## config.mk

```make
export PLATFORM = sky130hd
export DESIGN_NAME = dst_addr_filter
export DESIGN_NICKNAME = d
export VERILOG_FILES = /design/src/rtl/dst_filt_pkg.sv /design/src/rtl/dst_filt_capture.sv /design/src/rtl/dst_filt_crc.sv /design/src/rtl/dst_filt_decide.sv /design/src/rtl/dst_addr_filter.sv
export SDC_FILE = /design/constraint.sdc
export NUM_CORES = 1
export LEC_CHECK = 0
export ABC_AREA = 1
export CORE_UTILIZATION = 49
export CTS_CLUSTER_DIAMETER = 120
export DETAILED_ROUTE_END_ITERATION = 10
export PLACE_DENSITY = 0.87
export SLEW_MARGIN = 20
export SYNTH_ARGS = -nofsm -noshare
export SYNTH_HDL_FRONTEND = slang
export SYNTH_SLANG_ARGS = --single-unit
```

## constraint.sdc

```tcl
create_clock -name clk -period 3 [get_ports clk]
set_input_delay 0.3 -clock clk [delete_from_list [all_inputs] [get_ports clk]]
set_output_delay 0.3 -clock clk [all_outputs]
set_load 0.03 [all_outputs]
```

## src/rtl/dst_filt_pkg.sv

```systemverilog
package dst_filt_pkg;

    localparam int BYTE_W     = 8;
    localparam int ADDR_BYTES = 6;
    localparam int CRC_W      = 32;
    localparam int HASH_IDX_W = 6;
    localparam int HASH_WORD  = 32;
    localparam int STA_HI_W   = 16;
    localparam int MODE_W     = 32;
    localparam int CNT_W      = $clog2(ADDR_BYTES + 1);
    localparam int HASH_BINS  = 1 << HASH_IDX_W;

    localparam logic [CRC_W-1:0] CRC_POLY = 32'hEDB88320;
    localparam logic [CRC_W-1:0] CRC_SEED = '1;

    localparam int MODE_BCAST_REJ_BIT = 3;
    localparam int MODE_HASH_UC_BIT   = 4;
    localparam int MODE_PROMISC_BIT   = 5;

    typedef logic [BYTE_W-1:0] byte_t;
    // element 0 is the first byte seen on the line
    typedef byte_t [ADDR_BYTES-1:0] addr_t;

    typedef struct packed {
        logic promisc;
        logic hash_ucast;
        logic bcast_rej;
    } mode_t;

    typedef enum logic [1:0] {
        DST_OTHER = 2'd0,
        DST_OWN   = 2'd1,
        DST_GROUP = 2'd2,
        DST_ALL   = 2'd3
    } dst_kind_e;

    function automatic mode_t unpack_mode(input logic [MODE_W-1:0] r);
        mode_t m;
        m.promisc    = r[MODE_PROMISC_BIT];
        m.hash_ucast = r[MODE_HASH_UC_BIT];
        m.bcast_rej  = r[MODE_BCAST_REJ_BIT];
        return m;
    endfunction

    // one byte of reflected CRC-32, least significant bit first
    function automatic logic [CRC_W-1:0] crc_step(input logic [CRC_W-1:0] c,
                                                  input byte_t b);
        logic [CRC_W-1:0] r;
        r = c ^ {{(CRC_W-BYTE_W){1'b0}}, b};
        for (int k = 0; k < BYTE_W; k++) begin
            r = r[0] ? ((r >> 1) ^ CRC_POLY) : (r >> 1);
        end
        return r;
    endfunction

    // station address in wire order from the two register words
    function automatic addr_t station_bytes(input logic [HASH_WORD-1:0] lo,
                                            input logic [STA_HI_W-1:0]  hi);
        addr_t a;
        a[0] = hi[BYTE_W +: BYTE_W];
        a[1] = hi[0 +: BYTE_W];
        for (int k = 2; k < ADDR_BYTES; k++) begin
            a[k] = lo[BYTE_W*(ADDR_BYTES-1-k) +: BYTE_W];
        end
        return a;
    endfunction

endpackage

```

## src/rtl/dst_filt_capture.sv

```systemverilog
module dst_filt_capture
    import dst_filt_pkg::*;
(
    input  logic  clk,
    input  logic  rst,
    input  logic  in_valid,
    input  logic  in_sof,
    input  byte_t in_byte,
    output logic  take,
    output logic  last,
    output addr_t addr_nx
);

    logic [CNT_W-1:0] cnt_q;
    logic [CNT_W-1:0] pos;
    logic             active_q;
    addr_t            addr_q;

    always_comb begin
        pos  = in_sof ? '0 : cnt_q;
        take = in_valid && (in_sof || active_q);
        last = take && (pos == CNT_W'(ADDR_BYTES - 1));
    end

    for (genvar g = 0; g < ADDR_BYTES; g++) begin : g_lane
        assign addr_nx[g] = (take && (pos == CNT_W'(g))) ? in_byte : addr_q[g];
    end

    always_ff @(posedge clk) begin
        if (rst) begin
            cnt_q    <= '0;
            active_q <= 1'b0;
            addr_q   <= '0;
        end else if (take) begin
            cnt_q    <= pos + CNT_W'(1);
            active_q <= !last;
            addr_q   <= addr_nx;
        end
    end

endmodule

```

## src/rtl/dst_filt_crc.sv

```systemverilog
module dst_filt_crc
    import dst_filt_pkg::*;
(
    input  logic             clk,
    input  logic             rst,
    input  logic             take,
    input  logic             in_sof,
    input  byte_t            in_byte,
    output logic [CRC_W-1:0] crc_nx
);

    logic [CRC_W-1:0] crc_q;
    logic [CRC_W-1:0] crc_base;

    always_comb begin
        crc_base = in_sof ? CRC_SEED : crc_q;
        crc_nx   = take ? crc_step(crc_base, in_byte) : crc_q;
    end

    always_ff @(posedge clk) begin
        if (rst) begin
            crc_q <= CRC_SEED;
        end else if (take) begin
            crc_q <= crc_nx;
        end
    end

endmodule

```

## src/rtl/dst_filt_decide.sv

```systemverilog
module dst_filt_decide
    import dst_filt_pkg::*;
(
    input  addr_t                dst,
    input  logic [CRC_W-1:0]     crc,
    input  logic [HASH_WORD-1:0] sta_lo,
    input  logic [STA_HI_W-1:0]  sta_hi,
    input  logic [HASH_WORD-1:0] hash_lo,
    input  logic [HASH_WORD-1:0] hash_hi,
    input  mode_t                mode,
    output logic                 accept,
    output dst_kind_e            kind
);

    logic [HASH_BINS-1:0]  table_bits;
    logic [HASH_IDX_W-1:0] idx;
    logic                  hbit;
    logic                  own;
    logic                  all_ones;
    logic                  group;

    always_comb begin
        table_bits = {hash_hi, hash_lo};
        idx        = crc[CRC_W-1 -: HASH_IDX_W];
        hbit       = table_bits[idx];
        own        = (dst == station_bytes(sta_lo, sta_hi));
        all_ones   = &dst;
        group      = dst[0][0];

        if (own)           kind = DST_OWN;
        else if (all_ones) kind = DST_ALL;
        else if (group)    kind = DST_GROUP;
        else               kind = DST_OTHER;

        unique case (kind)
            DST_OWN:   accept = 1'b1;
            DST_ALL:   accept = !mode.bcast_rej;
            DST_GROUP: accept = hbit;
            default:   accept = mode.hash_ucast && hbit;
        endcase
        if (mode.promisc) accept = 1'b1;
    end

endmodule

```

## src/rtl/dst_addr_filter.sv

```systemverilog
module dst_addr_filter
    import dst_filt_pkg::*;
(
    input  logic        clk,
    input  logic        rst,
    input  logic        in_valid,
    input  logic        in_sof,
    input  logic [7:0]  in_byte,
    input  logic [31:0] sta_lo,
    input  logic [15:0] sta_hi,
    input  logic [31:0] hash_lo,
    input  logic [31:0] hash_hi,
    input  logic [31:0] mode,
    output logic        dec_valid,
    output logic        dec_accept,
    output logic [1:0]  dec_kind
);

    logic             take;
    logic             last;
    addr_t            addr_nx;
    logic [CRC_W-1:0] crc_nx;
    logic             acc_nx;
    dst_kind_e        kind_nx;
    dst_kind_e        kind_q;

    dst_filt_capture u_cap (
        .clk     (clk),
        .rst     (rst),
        .in_valid(in_valid),
        .in_sof  (in_sof),
        .in_byte (in_byte),
        .take    (take),
        .last    (last),
        .addr_nx (addr_nx)
    );

    dst_filt_crc u_crc (
        .clk    (clk),
        .rst    (rst),
        .take   (take),
        .in_sof (in_sof),
        .in_byte(in_byte),
        .crc_nx (crc_nx)
    );

    dst_filt_decide u_dec (
        .dst    (addr_nx),
        .crc    (crc_nx),
        .sta_lo (sta_lo),
        .sta_hi (sta_hi),
        .hash_lo(hash_lo),
        .hash_hi(hash_hi),
        .mode   (unpack_mode(mode)),
        .accept (acc_nx),
        .kind   (kind_nx)
    );

    always_ff @(posedge clk) begin
        if (rst) begin
            dec_valid  <= 1'b0;
            dec_accept <= 1'b0;
            kind_q     <= DST_OTHER;
        end else if (last) begin
            dec_valid  <= 1'b1;
            dec_accept <= acc_nx;
            kind_q     <= kind_nx;
        end else if (in_valid && in_sof) begin
            dec_valid  <= 1'b0;
        end
    end

    assign dec_kind = kind_q;

endmodule

```

==> results.cfg <==
[die]
num_rows = 39
initial_core_util = 0.501
die_h_um = 110
dieArea_mm2 = 0.0121
fp.dieW_um = 110
core_mm2 = 0.0114
ios = 160

[timing]
worst_pin_slew_ns = 0.534
max_freq_mhz = 377
rsz0062_at_grt = false
period_needed_ns = 2.66
timing.final.crit_share = 0.885
maxSlewViolCount = 0
maxSlewHeadroom = 0.644
setup_violations = 0
finalSetupTns_ns = 0
hold_viol = 0
fin_hold_ws_ns = 0.303
skew_ns = 0.00719

[synth]
synth_area_leaders = dfxtp_1, nand2_1, xor2_1
synth_largest_area_cell = dfxtp_1
syn_inst = 850
syn_area_per_cell_um2 = 6.73
ys_types = 41
syn-num-nets = 1007
synth-edff-count = 0
yosysSeqAreaShare = 0.308
ys.flop_type = dfxtp_1
yosysWarnings = 0
synth_most_common_cell = nand2_1
ys_async_sr_fraction = 0
synth_common_cells = nand2_1, nor2_1, nand3_1
ys_ff_latch = 88
synth_top_area_frac = 0.308
syn_area_mm2 = 0.00572

[critical_path]
endpoint_kind = flip-flop
slowest_stage = clkdlybuf4s50_1
rr_worst_depth = 14
cp_num_cells = 21
cp_cell_sequence = clkdlybuf4s50_1, inv_1, nor2_1, nor2_1, nand2_1, nand2_1, nand2_1, nand2_2, nand2_2, nand2_1, nand2_1, nand2_4, clkbuf_4, nand2_1, nand3_1, nand3_1, nand3_1, nand3_1, nand3_1, nand3_1, a21oi_2
path_delay_family = simple AND/OR/NAND/NOR gates
crit_required_ns = 3.29
reg2reg_to = dec_accept
cp_max_fo = 10
start_kind = input port
crit_type = input port to flip-flop
cp.arrival_ns = 2.95
crit_buf_inv = 3
worst_path_largest_cell_delay_ns = 0.48
reg2reg_slack_ns = 0.42
startpoint = in_byte[0]
rr_startpoint = u_cap.cnt_q[1]
critPathCapture = dec_accept

[route]
routedWlPerCell_um = 14.2
vias = 6292
viasPerCell = 5.25
drt_pass1_iterations = 5
wirelength_um = 17000
drc_errors = 0
ant_nets = 0
first_iter_violations = 387

[cells_and_area]
layout.nets = 1208
postLayoutCoreUtil = 0.706
syn_to_final_growth_pct = 41.0
drive_above_1_share = 0.155
postLayoutCellArea_mm2 = 0.00806
nFillCells = 902
antenna_cells = 0

[power_and_ir_drop]
vdd.ir_drop.worst_uv = 334
leakage_uw = 0.00351
power.total_uw = 3670
power_density_mw_per_mm2 = 455

[clock_network]
numCtsBuffers = 9
cts.sinks = 88
clockBufferDepth = 2
htree_levels = 3
hold_buffers = 0
clk_latency_ns = 0.35
cts.clk_slew.worst_paths_ns = 0.07
cts_root_buf = clkbuf_16
cts_tree = built

[global_routing]
antenna_found_initial = 0
grt_pass1_vias = 5742
grt_pass1_wl_um = 27200
grt_util_all_layers = 0.293
grt_max_degree = 53
gr-total-overflow = 0

[place]
gp_congestion = 0.868
place_area_mm2 = 0.00773
io_buffers = 130
dp_hpwl_um = 12900

[hold_path]
min_path_type = input port to flip-flop
min_from = rst

[outcome]
status = complete, no violations

[flow_run]
maxCapViolCount = 0
-- where the power goes --
group          switching [uW]  internal (uW)  leakage [uW]
combinational             652            571       0.00264
clock                     576            601      0.000152
sequential               35.7           1230      0.000719
-- stage by stage --
stage               setup WS [ns]  instances
floorplan                   0.670        850
global placement           -0.132       1181
detailed placement         -0.229       1181
CTS                         0.100       1197
global route                0.126       1199
finish                      0.344       1199
-- how the worst min path moves through the flow --
| stage | slack, ns | to | depth (start not counted) |
|---|---|---|---|
| 6_report | 0.30 | u_crc.crc_q[26] | 3 |
| 4_1_cts | 0.30 | u_crc.crc_q[30] | 3 |
| 5_1_grt | 0.31 | u_crc.crc_q[26] | 3 |
| 2_1_floorplan | 0.44 | u_crc.crc_q[9] | 2 |
| 3_5_place_dp | 0.47 | u_crc.crc_q[15] | 2 |
| 3_3_place_gp | 0.46 | u_crc.crc_q[15] | 2 |
-- area by class of cell --
type                       instances  area [um2]  share of cell area
clock buffer                       9         225              0.0279
inverter                          74         278              0.0345
sequential                        88        1760               0.219
timing repair buffer             226        2040               0.254
multi-input combinational        652        3490               0.433
clock inverter                     7        83.8              0.0104
tap                              143         179              0.0222
-- repair_timing --
action,in CTS,in global routing
gates resized for setup,0,5
setup buffers,0,2
setup endpoints to repair,0,3
-- flip-flops by register name, summed over array words and instances, names as in the netlist --
signal / count
u_cap.addr_q: 48
u_crc.crc_q: 32
u_cap.cnt_q: 3
dec_kind: 2
dec_accept: 1
dec_valid: 1
u_cap.active_q: 1
-- cells in the final DEF (no fill, tap or decap), types with 9 or more instances in the layout --
cell type	instances
nor2_1	103
nor4_1	12
or2_2	10
o21ai_1	12
clkdlybuf4s50_1	128
o211ai_1	13
xor2_1	61
nand4_1	11
o21ai_0	45
nand2_2	12
nand2_1	184
nand3_1	102
buf_4	93
dfxtp_1	88
clkbuf_16	9
inv_1	67
a21oi_1	21
xnor2_1	24
nor3_1	11
-- per-layer routing --
layer / up-vias / wire length, um / track usage
li1: 3165 / - / -
met1: 2872 / 7170 / 0.362
met2: 214 / 8420 / 0.512
met3: 41 / 982 / 0.0417
met4: 0 / 444 / 0.113
met5: - / 0 / 0
-- cells by family after synthesis --
family,synth area share
adders and majority gates,0.00219
and+or+nand+nor,0.360
xor gates and xnor gates,0.141
AOI/OAI and AO/OA,0.107
buffers and inverters,0.0829
DFF,0.308
-- worst reg2reg max path, cell delays in order, from the launching register on --
cell and delay (ns):
dfxtp_1 0.38, inv_1 0.10, nor3_1 0.26, nand3_2 0.24, buf_4 0.21, o21ai_0 0.16
inv_1 0.11, or2_2 0.28, nand3_1 0.09, nor4_1 0.05, buf_4 0.13, nand4_1 0.11
nand2_1 0.10, nor3_1 0.19, a21oi_2 0.08
Power figures use the tool's default switching activity.
